File: src/rtl/cscg_pkg.sv
package cscg_pkg;

    // Status bit positions whose meaning the receiver side decodes
    localparam int unsigned POS_COPY  = 2;
    localparam int unsigned POS_EMPH  = 3;
    localparam int unsigned POS_SUB5  = 5;
    localparam int unsigned POS_CAT0  = 8;
    localparam int unsigned POS_CAT1  = 9;
    localparam int unsigned POS_GEN   = 15;
    localparam int unsigned POS_FS0   = 24;
    localparam int unsigned POS_FS1   = 25;

    typedef enum logic [1:0] {
        FS_44K  = 2'b00,
        FS_48K  = 2'b01,
        FS_32K  = 2'b10,
        FS_CDSM = 2'b11
    } fs_code_e;

    typedef struct packed {
        logic     copy_inh;
        logic     emph;
        logic [1:0] cat;
        logic     gen;
        fs_code_e fs;
    } pin_cfg_t;

    // Q-derived status bits
    typedef struct packed {
        logic b5;
        logic b2;
        logic b3;
    } sub_bits_t;

    // Returns {bit25, bit24}
    function automatic logic [1:0] fs_to_bits(input fs_code_e fs);
        logic [1:0] r;
        case (fs)
            FS_44K:  r = 2'b00;
            FS_48K:  r = 2'b10;
            FS_32K:  r = 2'b11;
            default: r = 2'b00;
        endcase
        return r;
    endfunction

    function automatic logic is_cd(input fs_code_e fs);
        return fs == FS_CDSM;
    endfunction

endpackage

File: src/rtl/cscg_frame_counter.sv
module cscg_frame_counter #(
    parameter int unsigned FRAMES = 192,
    localparam int unsigned IW    = $clog2(FRAMES)
) (
    input  logic          clk,
    input  logic          rst,
    input  logic          strobe,
    output logic [IW-1:0] idx,
    output logic          wrap,
    output logic          first
);
    localparam logic [IW-1:0] LAST = IW'(FRAMES - 1);

    assign wrap  = strobe && (idx == LAST);
    assign first = (idx == '0);

    always_ff @(posedge clk) begin
        if (rst) begin
            idx <= '0;
        end else if (strobe) begin
            idx <= (idx == LAST) ? '0 : idx + 1'b1;
        end
    end
endmodule

File: src/rtl/cscg_subcode_rx.sv
module cscg_subcode_rx
    import cscg_pkg::*;
#(
    parameter int unsigned START_EDGES = 16,
    parameter int unsigned Q_TAKEN     = 4,
    localparam int unsigned HW = $clog2(START_EDGES + 2),
    localparam int unsigned QW = $clog2(Q_TAKEN + 1)
) (
    input  logic      clk,
    input  logic      rst,
    input  logic      sub_frame,
    input  logic      sub_clk,
    input  logic      sub_data,
    input  logic      apply,
    output sub_bits_t pending,
    output sub_bits_t applied
);
    localparam logic [HW-1:0] HI_SAT = HW'(START_EDGES + 1);
    localparam logic [QW-1:0] Q_END  = QW'(Q_TAKEN);

    logic frm_q, frm_prev, clk_q, clk_prev, dat_q;
    logic [HW-1:0] hi_cnt;
    logic [QW-1:0] q_idx;
    logic          started;
    logic          edge_r, frm_fall;

    assign edge_r   = clk_q && !clk_prev;
    assign frm_fall = frm_prev && !frm_q;

    always_ff @(posedge clk) begin
        if (rst) begin
            frm_q    <= 1'b0;
            frm_prev <= 1'b0;
            clk_q    <= 1'b0;
            clk_prev <= 1'b0;
            dat_q    <= 1'b0;
        end else begin
            frm_q    <= sub_frame;
            frm_prev <= frm_q;
            clk_q    <= sub_clk;
            clk_prev <= clk_q;
            dat_q    <= sub_data;
        end
    end

    // High-phase edge counter and block-start detection
    always_ff @(posedge clk) begin
        if (rst) begin
            hi_cnt  <= '0;
            started <= 1'b0;
        end else if (frm_q) begin
            if (edge_r && hi_cnt != HI_SAT) hi_cnt <= hi_cnt + 1'b1;
        end else begin
            if (frm_fall && hi_cnt == HI_SAT) started <= 1'b1;
            hi_cnt <= '0;
        end
    end

    // Q bit capture during the low phase
    always_ff @(posedge clk) begin
        if (rst) begin
            q_idx   <= '0;
            pending <= '0;
        end else if (!frm_q && frm_fall && hi_cnt == HI_SAT) begin
            q_idx <= '0;
        end else if (!frm_q && edge_r && started && q_idx != Q_END) begin
            case (q_idx)
                QW'(0): pending.b5 <= dat_q;
                QW'(2): pending.b2 <= dat_q;
                QW'(3): pending.b3 <= dat_q;
                default: ;
            endcase
            q_idx <= q_idx + 1'b1;
        end
    end

    always_ff @(posedge clk) begin
        if (rst)        applied <= '0;
        else if (apply) applied <= pending;
    end
endmodule

File: src/rtl/cscg_status_builder.sv
module cscg_status_builder
    import cscg_pkg::*;
#(
    parameter int unsigned FRAMES = 192,
    localparam int unsigned IW    = $clog2(FRAMES)
) (
    input  pin_cfg_t      cfg,
    input  sub_bits_t     sub,
    input  logic [IW-1:0] idx,
    output logic          bit_out
);
    logic [FRAMES-1:0] vec;
    logic [1:0]        fsb;

    always_comb begin
        fsb = fs_to_bits(cfg.fs);
        vec = '0;
        vec[POS_GEN] = cfg.gen;
        if (is_cd(cfg.fs)) begin
            vec[POS_COPY] = sub.b2;
            vec[POS_EMPH] = sub.b3;
            vec[POS_SUB5] = sub.b5;
            vec[POS_CAT0] = 1'b1;
            vec[POS_CAT1] = 1'b0;
        end else begin
            vec[POS_COPY] = ~cfg.copy_inh;
            vec[POS_EMPH] = cfg.emph;
            vec[POS_CAT0] = cfg.cat[0];
            vec[POS_CAT1] = cfg.cat[1];
        end
        vec[POS_FS0] = fsb[0];
        vec[POS_FS1] = fsb[1];
        bit_out = vec[idx];
    end
endmodule

File: src/rtl/cs_consumer_gen.sv
module cs_consumer_gen
    import cscg_pkg::*;
#(
    parameter int unsigned FRAMES      = 192,
    parameter int unsigned START_EDGES = 16,
    parameter int unsigned Q_TAKEN     = 4
) (
    input  logic       clk,
    input  logic       rst,
    input  logic       frame_strobe,
    input  logic       copy_inhibit,
    input  logic       emph_on,
    input  logic [1:0] category,
    input  logic       generation,
    input  logic [1:0] fs_code,
    input  logic       sub_frame,
    input  logic       sub_clk,
    input  logic       sub_data,
    output logic       cs_bit,
    output logic       block_start
);
    localparam int unsigned IW = $clog2(FRAMES);

    pin_cfg_t      cfg;
    sub_bits_t     sub_pend, sub_applied;
    logic [IW-1:0] frm_idx;
    logic          wrap, first, cd_mode;

    assign cfg.copy_inh = copy_inhibit;
    assign cfg.emph     = emph_on;
    assign cfg.cat      = category;
    assign cfg.gen      = generation;
    assign cfg.fs       = fs_code_e'(fs_code);
    assign cd_mode      = is_cd(cfg.fs);

    cscg_frame_counter #(.FRAMES(FRAMES)) u_cnt (
        .clk(clk), .rst(rst), .strobe(frame_strobe),
        .idx(frm_idx), .wrap(wrap), .first(first)
    );

    cscg_subcode_rx #(.START_EDGES(START_EDGES), .Q_TAKEN(Q_TAKEN)) u_rx (
        .clk(clk), .rst(rst), .sub_frame(sub_frame), .sub_clk(sub_clk),
        .sub_data(sub_data), .apply(wrap),
        .pending(sub_pend), .applied(sub_applied)
    );

    cscg_status_builder #(.FRAMES(FRAMES)) u_bld (
        .cfg(cfg), .sub(sub_applied), .idx(frm_idx), .bit_out(cs_bit)
    );

    assign block_start = first && !cd_mode;
endmodule

File: config.mk
export PLATFORM = sky130hd
export DESIGN_NAME = cs_consumer_gen
export DESIGN_NICKNAME = d
export VERILOG_FILES = /design/src/rtl/cscg_pkg.sv /design/src/rtl/cscg_frame_counter.sv /design/src/rtl/cscg_subcode_rx.sv /design/src/rtl/cscg_status_builder.sv /design/src/rtl/cs_consumer_gen.sv
export SDC_FILE = /design/constraint.sdc
export NUM_CORES = 1
export LEC_CHECK = 0
export BUFFER_PORTS_ARGS = -buffer_cell sky130_fd_sc_hd__clkbuf_2
export CAP_MARGIN = 20
export CORE_MARGIN = 3
export CORE_UTILIZATION = 30
export CTS_CLUSTER_SIZE = 28
export DETAILED_ROUTE_END_ITERATION = 10
export MAX_ROUTING_LAYER = met4
export SYNTH_ARGS = -nofsm -noshare
export SYNTH_HDL_FRONTEND = slang
export SYNTH_SLANG_ARGS = --single-unit
File: constraint.sdc
create_clock -name clk -period 2.5 [get_ports clk]
set_clock_uncertainty 0.15 [all_clocks]
set_input_delay 0.25 -clock clk [delete_from_list [all_inputs] [get_ports clk]]
set_output_delay 0.25 -clock clk [all_outputs]
set_load 0.1 [all_outputs]
==> summary.md <==
| Metric | Value |
|---|---|
| Status | finished clean |
| Sink Count | 28 |
| Final wirelength | ~2300 µm |
| Die Height | roughly 75 µm |
| Ant diodes | 0 |
| Pins Over Slew Limit | 0 |
| Gates resized, CTS repair | 0 |
| Post-CTS Setup Repair Bufs | 0 |
| EDFF count, synth | 0 |
| Synth-to-Final Area Change | 13.1% |
| Vias per inst | 4.73 |
| Gr usage total | between 10% and 20% |
| Mapped Avg Cell Area | 9.20 µm² |
| Gr busiest metal | met2 |
| Pwr Density | ~560 nW/µm² |
| Routed len/inst | between 10 and 15 µm |
| Fillers | 465 |
| CTS root buf | clkbuf_8 |
| Hold crit path type | input port to flop |
| YS warnings | 0 |
| F_max | between 400 and 500 MHz |
| Congestion Overflow GR | 0 |
| CTS tree | yes |
| Syn_nets | roughly 180 |
| Clock Path Buffers | 2 |
| Worst rel slew slack | between 60% and 70% |
| Setup CP Type | flop to output port |
| Pre-CTS setup slack | approximately 270 ps |
| Final setup TNS | 0 ps |
| First-pass DRT Iterations | 3 |
| Post-synthesis cell area | ~1400 µm² |
| Most used flip-flop cell after synthesis | dfxtp_1 |
| WHS | 32.8 ps |
| Crit. End Element | output port |
| Final hold viol count | 0 |
| Post-DRT Antenna Nets | 0 |
| Layout Cells excl Fill | 216 |
| Row count | 24 |
| Worst EP required | 2100 ps |
| Die area | between 5000 and 6000 µm² |
| Leading cell type in the layout, fill and taps excluded | dfxtp_1 |
| Initial antenna violation count | 0 |
| Worst-path maximum fanout | 10 |
| Met1 usage | about an eighth |
| Clock transition at the registers of the reported paths | about 90 ps |
| Post-CTS Hold Fix Bufs | 0 |
| Layout Nets | roughly 190 |
| # DRC | 0 |
| Design area | around 1600 µm² |
| Cts bufs inserted | 3 |
| 1st-iter DRT viols | 65 |
| Vias in the first global route | between 900 and 1000 |
| Largest net degree at the start of global routing | 21 |
| Port bufs | 14 |
| Dpl cell area | roughly 1500 µm² |
| Worst-Margin Slew | 545 ps |
| Final HPWL DP | about 1800 µm |
| Peak supply drop | between 0.0002 and 0.00025 V |
| DIE WIDTH | approximately 75 µm |
| Min Tclk post-route | about 2300 ps |
| FF+latch count, synth | 28 |
| RSZ-0062 raised after global routing | no |
| DP Cell Count | 212 |
| Met3 GRT Util | just under 3% |
| Post-route setup slack | around 180 ps |
| Starting density of the core | 31.9% |
| Global-route wire length before repair | between 4000 and 5000 µm |
| Leakage power | around 0.61 nW |
| Most frequent cells in the layout | 28 x dfxtp_1, 25 x nor2_1, 13 x clkbuf_2 |
| Met2 GRT Util | approximately 16% |
| GPL Wtd Cong | around 0.71 |
| Worst-Skew Late Latency | roughly 270 ps |
| # setup viols final | 0 |
| H-tree Lvls | 1 |
| Count of cell types in the netlist | 34 |
| Asr flop ratio synth | 0% |
| Setup crit start kind | flop |
| Total vias in the final route | 1021 |
| Cells after synthesis | around 150 |
| Sequential area share after synthesis | 39.6% |
| Crit path DAT | 1920 ps |
| Tcrit/Tclk final | slightly above 90% |
| Io pins | 15 |
| CORE AREA | 4440 µm² |
| Max cap viols | 0 |
| Share of cells above drive strength 1 | 15.9% |
-- area by class of cell --
cell class	instances	area, µm²	area share (%)
inverters	9	33.8	2.11
well taps	52	65.1	4.06
flip-flops and latches	28	561	35.0
repair buffers	14	85.1	5.31
clock buffers	3	41.3	2.58
clock inverters	1	30.0	1.87
multi-input cells	109	786	49.1
-- synth_stat cells, drive strengths merged, types with 3 or more instances --
library cell	instances	area share [%]
dfxtp	28	40
buf	5	1.8
nor4b	3	2.7
nand2	10	2.7
xnor2	5	3.1
nor2	26	6.9
mux2i	10	7.1
inv	9	2.4
xor2	6	3.7
clkbuf	3	0.97
nor2b	5	2.2
a21oi	3	1.1
ha	10	8.8
nor3	6	2.1
nand4	6	3.7
-- final timing paths --
kind	depth (start not counted)	slack, ps	from	endpoint
max	6	180	u_cnt.idx[0]	cs_bit
min	2	30	sub_clk	u_rx.clk_q
max reg2reg	7	600	u_rx.hi_cnt[1]	u_rx.pending[2]
min reg2reg	1	320	u_rx.clk_q	u_rx.clk_prev
-- flip-flops by register name (all words and copies together), names as in the netlist --
register and cells:
u_rx.frm_prev 1, u_rx.started 1, u_cnt.idx 8, u_rx.hi_cnt 5, u_rx.clk_q 1, u_rx.frm_q 1, u_rx.q_idx 3, u_rx.clk_prev 1
u_rx.dat_q 1, u_rx.pending 3, u_rx.applied 3
-- layer usage --
layer  vias up  part of all wire [%]
met1       478                    48
met5         -                     0
li1        534                     -
met4         0                   1.1
met3         2                   2.7
met2         7                    48
-- power by group --
part | total [mW] | switching (mW) | internal (mW) | leakage, nW
logic | 0.0881 | 0.0556 | 0.0325 | 0.347
clock network | 0.349 | 0.135 | 0.214 | 0.0357
registers | 0.465 | 0.0115 | 0.454 | 0.227
-- per-stage QoR --
stage / total power [mW] / utilization (%)
floorplan: 0.543 / -
global placement: 0.565 / 34.4
detailed placement: 0.565 / 34.4
CTS: 0.918 / 36.0
global route: 0.945 / 36.0
finish: 0.902 / 36.0
-- kinds of logic (layout without fill, tap and decap cells) --
group | count (synthesis) | in the layout | synth area share (%)
AND/OR/NAND/NOR | 69 | 69 | 28.5
XOR/XNOR | 11 | 11 | 6.80
AO/OA/AOI/OAI | 9 | 9 | 4.06
multiplexers | 10 | 10 | 7.07
adder cells (fa/ha/maj) | 10 | 10 | 8.83
flip-flops | 28 | 28 | 39.6
buffers and inverters | 17 | 27 | 5.12
-- worst max-delay path: stages, from the launching register on --
cell and delay (ps):
dfxtp_1 520, inv_1 130, nor4_1 300, a31oi_1 80
a211oi_1 260, o21a_1 180, buf_12 180
No activity file was read; power rests on OpenSTA's default activity.
